<file path="src/rtl/ds_link_tx.sv">
module ds_link_tx #(
  parameter int RATE_W  = 6,
  parameter int DEF_DIV = 4
) (
  input  logic              clk,
  input  logic              rst_n,
  input  logic              rate_wr,
  input  logic [RATE_W-1:0] rate_val,
  input  logic              tx_valid,
  input  logic              tx_eop,
  input  logic [7:0]        tx_data,
  output logic              tx_ready,
  input  logic              tc_strobe,
  input  logic [7:0]        tc_value,
  output logic              d_out,
  output logic              s_out
);
  localparam logic [RATE_W-1:0] DEF_PER = RATE_W'(DEF_DIV - 1);
  localparam logic [1:0] C_FCT = 2'd0, C_EOP = 2'd1, C_ESC = 2'd3;
  localparam logic [1:0] F_NONE = 2'd0, F_FCT = 2'd1, F_TCD = 2'd2;

  logic [RATE_W-1:0] per, per_nxt, tmr;
  logic [3:0] nb;
  logic [8:0] sh;
  logic       prevx, tc_pend;
  logic [7:0] tc_buf;
  logic [1:0] follow;

  logic       tick, bound, is_ctl, par, bit_new;
  logic [1:0] code, nxt_follow;
  logic [7:0] dat;
  logic [9:0] frame;

  assign tick  = (tmr == per);
  assign bound = tick && (nb == 4'd0);
  assign tx_ready = bound && (follow == F_NONE) && !tc_pend;

  always_comb begin
    is_ctl = 1'b1;
    code = C_ESC;
    dat = 8'h00;
    nxt_follow = F_NONE;
    if (follow == F_FCT) begin
      code = C_FCT;
    end else if (follow == F_TCD) begin
      is_ctl = 1'b0;
      dat = tc_buf;
    end else if (tc_pend) begin
      nxt_follow = F_TCD;
    end else if (tx_valid) begin
      if (tx_eop) code = C_EOP;
      else begin
        is_ctl = 1'b0;
        dat = tx_data;
      end
    end else begin
      nxt_follow = F_FCT;
    end
  end

  assign par = ~(prevx ^ is_ctl);
  assign frame = is_ctl ? {6'b0, code[1], code[0], 1'b1, par} : {dat, 1'b0, par};
  assign bit_new = bound ? frame[0] : sh[0];

  always_ff @(posedge clk or negedge rst_n) begin
    if (!rst_n) begin
      per <= DEF_PER;
      per_nxt <= DEF_PER;
      tmr <= DEF_PER;
      nb <= 4'd0;
      sh <= '0;
      prevx <= 1'b0;
      tc_pend <= 1'b0;
      tc_buf <= 8'h00;
      follow <= F_NONE;
      d_out <= 1'b0;
      s_out <= 1'b0;
    end else begin
      if (rate_wr) per_nxt <= rate_val;
      if (tc_strobe) begin
        tc_pend <= 1'b1;
        tc_buf <= tc_value;
      end else if (bound && follow == F_NONE) begin
        tc_pend <= 1'b0;
      end
      if (tick) begin
        tmr <= '0;
        d_out <= bit_new;
        s_out <= (bit_new == d_out) ? ~s_out : s_out;
        if (bound) begin
          per <= per_nxt;
          sh <= frame[9:1];
          nb <= is_ctl ? 4'd3 : 4'd9;
          prevx <= is_ctl ? ^code : ^dat;
          follow <= nxt_follow;
        end else begin
          sh <= {1'b0, sh[8:1]};
          nb <= nb - 4'd1;
        end
      end else begin
        tmr <= tmr + 1'b1;
      end
    end
  end


  one_edge_chk: assert property (@(posedge clk) disable iff (!rst_n)
    !((d_out != $past(d_out)) && (s_out != $past(s_out))));


  steady_chk: assert property (@(posedge clk) disable iff (!rst_n)
    (tmr != '0) |-> ($stable(d_out) && $stable(s_out)));


  accept_chk: assert property (@(posedge clk) disable iff (!rst_n)
    (tx_valid && tx_ready) |=> (nb == ($past(tx_eop) ? 4'd3 : 4'd9)));


  rate_bound_chk: assert property (@(posedge clk) disable iff (!rst_n)
    (per != $past(per)) |-> ($past(nb) == 4'd0));
endmodule

</file>
<file path="config.mk">
export PLATFORM = sky130hd
export DESIGN_NAME = ds_link_tx
export DESIGN_NICKNAME = d
export VERILOG_FILES = /design/src/rtl/ds_link_tx.sv
export SDC_FILE = /design/constraint.sdc
export NUM_CORES = 1
export LEC_CHECK = 0
export BUFFER_PORTS_ARGS = -buffer_cell sky130_fd_sc_hd__buf_4
export CORE_ASPECT_RATIO = 0.75
export CORE_MARGIN = 2
export CORE_UTILIZATION = 57
export CTS_CLUSTER_SIZE = 10
export DETAILED_ROUTE_END_ITERATION = 10
export PLACE_DENSITY_LB_ADDON = 0.25
export SLEW_MARGIN = 20
export SYNTH_ARGS = -nofsm -noshare
export SYNTH_HDL_FRONTEND = slang
export SYNTH_SLANG_ARGS = --single-unit
</file>
<file path="constraint.sdc">
create_clock -name clk -period 2.32 [get_ports clk]
set_input_delay 0.464 -clock clk [delete_from_list [all_inputs] [get_ports clk]]
set_output_delay 0.464 -clock clk [all_outputs]
set_load 0.05 [all_outputs]
</file>
* Word level (Yosys, flattened, before mapping)
Index checks and enable logic that the tools add are counted.
** Word-level totals
- Bits of input ports :: 28
- Register bits after elaboration :: 45
- Logic and storage cells :: 59
- Output and inout bits :: 3
** Cells by class
- Multiplexer cells :: 28
- Eq/ne operators :: 4
- $add $sub $neg :: 2
- Bitwise logic cells :: 3
- Reduce and logical (&&, ||, !) cells :: 11
** Operators with widths (count)
- 2-to-1 mux 8 bit :: 5
- 2-to-1 mux 2 bit :: 8
- 2-to-1 mux 1 bit :: 10
- 2-to-1 mux 10 bit :: 1
- 2-to-1 mux 9 bit :: 1
- 2-to-1 mux 4 bit :: 2
- XOR reduction 8 bit :: 1
- adder 6 x 1 -> 6 bit (second input constant) :: 1
- equality test 6 bit :: 1
- 2-to-1 mux 6 bit :: 1
- zero test 4 bit :: 1
- AND reduction 2 bit :: 2
- subtractor 4 x 1 -> 4 bit (second input constant) :: 1
- logical AND 1 bit :: 3
- equality test 2 x 1 -> 1 bit (second input constant) :: 1
- equality test 2 bit (second input constant) :: 1
- zero test 2 bit :: 1
- NOT 1 bit :: 2
- nonzero test 2 bit :: 1
- XOR reduction 2 bit :: 1
- equality test 1 bit :: 1
- zero test 1 bit :: 1
- bitwise XOR 1 bit :: 1

* Logic depth before layout (Yosys ltp)
- Depth after elaboration :: 11
- Mapped depth :: 8
- Depth with buffers taken out :: 7

* Worst setup path before layout
No wires, ideal clock.
- Kind :: reg-to-output
- Start point :: register nb[0]
- End point :: output tx_ready
- Data arrival time :: 3093 ps
- Slack :: -1237 ps
- Data required time :: 1856 ps
- Stages on the path, launching flop included :: 6
- Buffers on the path :: 0
- Cell sequence :: dfrtp_1 > inv_1 > ha_1 > nor3b_1 > nand2_2 > nor4_1
** Between the ends
- Word-level cells in the longest chain between the ends :: 4
** RTL lines
- start: declaration :: line 23 : logic [3:0] nb;
- start signal: assignment :: line 93 : nb <= is_ctl ? 4'd3 : 4'd9;
- start signal: assignment :: line 98 : nb <= nb - 4'd1;
- zero test 4 bit :: line 35 : assign bound = tick && (nb == 4'd0);
- logical AND 1 bit :: line 35
- logical AND 1 bit (2 in a row) :: line 36 : assign tx_ready = bound && (follow == F_NONE) && !tc_pend;
- end: declaration :: line 12 : output logic tx_ready,
Every way passes these cells.

* Worst setup path in the final report
Same ends and word-level chain as after synthesis.

==> metrics.md <==
| Metric | Value |
|---|---|
| Distinct cells, synth | 48 |
| Power Total | 2.97 mW |
| Seq/Total Area, Yosys | 0.470 |
| Final Hold Fails | 0 |
| FP Rows | 20 |
| Status | complete, no violations |
| YS warnings | 0 |
| Initial DRC Count | 102 |
| Post-Syn Nets | 261 |
| Final hold slack | 0.147 ns |
| Starting Density | 0.595 |
| I/O pin total | 31 |
| P per Cell Area | 1030 nW/um^2 |
| Leakage | 1.24 nW |
| DRT Pass-1 Iters | 4 |
| Wire per inst | 14.7 microns |
| Port Buffers | 30 |
| Gr busiest metal | met1 |
| # diodes | 0 |
| Die ar. | 4780 sq um |
| CTS tree | done |
| Placed Cells | 314 |
| CP max stage delay | 0.41 ns |
| F_max | 453 MHz |
| Post-route cell area | 2880 sq um |
| Global Route met2 Usage | 0.327 |
| Maximum clock path buffer count | 2 |
| Gate Count Post-Synth | 230 |
| Final nets | 297 |
| Clock Pin Slew Worst Setup and Hold Paths | 0.09 ns |
| DP HPWL | 3.60 mm |
| Global route overflow | 0 |
| GR Layer Usage met3 | 0.0461 |
| DRC Markers | 0 |
| Commonest non-fill, non-tap cell in the layout | dfrtp_1 |
| Clock tree sinks | 45 |
| Crit-path cells | inv_1 > ha_1 > nor3b_4 > nand2_2 > nor4_4 > buf_6 |
| Final setup viols | 0 |
| CP arrival | 1.74 ns |
| Worst-margin pin slew | 0.550 ns |
| Synthesized flop and latch total | 45 |
| Clk_skew | 0.00901 ns |
| Post-cts hold buffer count | 0 |
| Largest net degree at the start of global routing | 46 |
| Final Max Slew Viols | 0 |
| Crit path capture type | output pin |
| Synth Flop Type | dfrtp_1 |
| Post-detailed-route count of antenna-violating nets | 0 |
| FFs w/ async S/R, synth | 1.00 |
| WP data required | 1.86 ns |
| GPL Wtd Cong | 0.902 |
| WL final | 4.73 mm |
| Unrepaired setup endpoints after global routing | yes |
| Placed Area | 2750 sq um |
| VDD IR max | 0.676 mV |
| Critical Setup Path Class | flip-flop to output pin |
| Tmin final | 2.21 ns |
| Htree depth | 2 |
| M1 GR Usage | 0.348 |
| Tot GR Track Use | 0.225 |
| Vias in the first global route | 1736 |
| Worst-path fanout max | 4 |
| First-pass GRT wire length | 8.22 mm |
| Synthesis-to-layout area growth | 19.1% |
| Syn_area_per_cell | 10.5 sq um |
| Clk root buf | clkbuf_8 |
| Total CTS buffers | 5 |
| Vias per cell | 5.71 |
| Post-synth top area cell | dfrtp_1 |
| Top cell type's share of synthesized area | 0.404 |
| Vias | 1840 |
| Critical-path top delay cell | dfrtp_1 |
| Commonest non-fill, non-tap cells in the layout | 39 x dfrtp_1, 38 x buf_4, 28 x mux2_2 |
| Maxcap violations | 0 |
| Chip Width | 79.1 microns |
| Type of origin of the critical path | flip-flop |
| Core footprint | 4050 sq um |
| Post-synth EDFFs | 0 |
| Worst min-delay path class | input port to asynchronous set/reset pin |
| Synth area leaders | dfrtp_1 40%, mux2_2 13%, dfstp_2 6.5% |
| Final period utilization | 0.951 |
| Layout Cells excl Fill | 322 |
| DIE HEIGHT | 60.4 microns |
| Relative slew slack | 0.633 |
| Antenna violations before repair | 0 |
| Clk_lat worst skew | 0.29 ns |
| Share of layout cells above drive strength 1 | 0.341 |
| Post-Syn Area | 2410 sq um |
sequential cells by signal, summed over array words and instances (netlist names):
register / flops
sh: 9
d_out: 1
tc_buf: 8
nb: 4
follow: 2
tmr: 6
prevx: 1
tc_pend: 1
per: 6
s_out: 1
per_nxt: 6
metal layers:
| layer | wire [microns] | vias up |
|---|---|---|
| li1 | - | 887 |
| met1 | 2370 | 895 |
| met2 | 2040 | 56 |
| met3 | 307 | 2 |
| met4 | 18 | 0 |
| met5 | 0 | - |
cells in the mapped netlist (2+ instances only):
| cell type | instances |
|---|---|
| nand2_1 | 18 |
| o2bb2ai_1 | 4 |
| a21oi_1 | 11 |
| nand3_1 | 7 |
| dfrtp_1 | 39 |
| inv_1 | 8 |
| nor3_1 | 2 |
| and3_1 | 3 |
| dfstp_2 | 6 |
| xnor2_1 | 12 |
| o21ai_0 | 11 |
| a22o_1 | 2 |
| buf_2 | 2 |
| ha_1 | 3 |
| xor2_1 | 7 |
| o21a_1 | 2 |
| nand4_1 | 3 |
| o211ai_1 | 3 |
| mux2_2 | 28 |
| a31oi_1 | 3 |
| o21ai_1 | 2 |
| nor2b_1 | 5 |
| clkbuf_1 | 6 |
| a21o_1 | 3 |
| nor2_1 | 16 |
| a22oi_1 | 2 |
final timing paths:
| path | startpoint | slack (ns) | to | cells past startpoint |
|---|---|---|---|---|
| setup reg to reg | tc_pend$_DFFE_PN0P_ | 0.21 | s_out$_DFFE_PN0P_ | 6 |
| setup / recovery | nb[0]$_DFFE_PN0N_ | 0.11 | tx_ready | 6 |
| min in group clk | tc_value[1] | 0.38 | tc_buf[1]$_DFFE_PN0P_ | 3 |
| hold reg to reg | per_nxt[2]$_DFFE_PN0P_ | 0.51 | per_nxt[2]$_DFFE_PN0P_ | 1 |
| max in group asynchronous | rst_n | 1.78 | tmr[1]$_DFF_PN1_ | 1 |
| hold / removal | rst_n | 0.15 | tc_buf[5]$_DFFE_PN0P_ | 1 |
power by group:
group	switching, mW	internal, mW
Combinational	0.552	0.547
Sequential	0.224	1.07
Clock	0.258	0.323
final cells by class:
type | count | area (sq um)
Sequential cell | 45 | 1130
Fill cell | 326 | 1180
Tap cell | 55 | 68.8
Inverter | 8 | 30.0
Clock buffer | 6 | 72.6
Multi-Input combinational cell | 167 | 1230
Timing Repair Buffer | 39 | 297
Clock inverter | 2 | 38.8
stage by stage:
| stage | util | TNS, ns | worst slack, ns |
|---|---|---|---|
| 2_1_floorplan | - | -0.135 | -0.135 |
| 3_3_place_gp | 0.679 | 0 | 0.180 |
| 3_5_place_dp | 0.679 | 0 | 0.119 |
| 4_1_cts | 0.706 | 0 | 0.0512 |
| 5_1_grt | 0.709 | -0.0237 | -0.0237 |
| 6_report | 0.709 | 0 | 0.115 |
cell families (layout without fill, tap and decap cells):
group | after synthesis | count (layout) | share of synthesized area
AOI/OAI and AO/OA | 49 | 49 | 0.132
xor gates and xnor gates | 20 | 20 | 0.0757
adders and majority gates | 4 | 4 | 0.0202
buffers and inverters | 18 | 55 | 0.0306
DFF | 45 | 45 | 0.470
muxes | 28 | 28 | 0.131
and+or+nand+nor | 66 | 66 | 0.141
critical path: cells and delay by family (launching register included):
| family | cells | cell delay [ns] |
|---|---|---|
| buf+inv | 2 | 0.29 |
| simple gates | 3 | 0.53 |
| fa+ha+maj | 1 | 0.22 |
| flops | 1 | 0.41 |
what timing repair did:
item | CTS | global route
buffers inserted | 0 | 0
setup endpoints to repair | 0 | 2
endpoints found under the hold margin | 0 | 0
resized for setup | 0 | 3
Note: power is estimated with default switching activity, not from simulation.
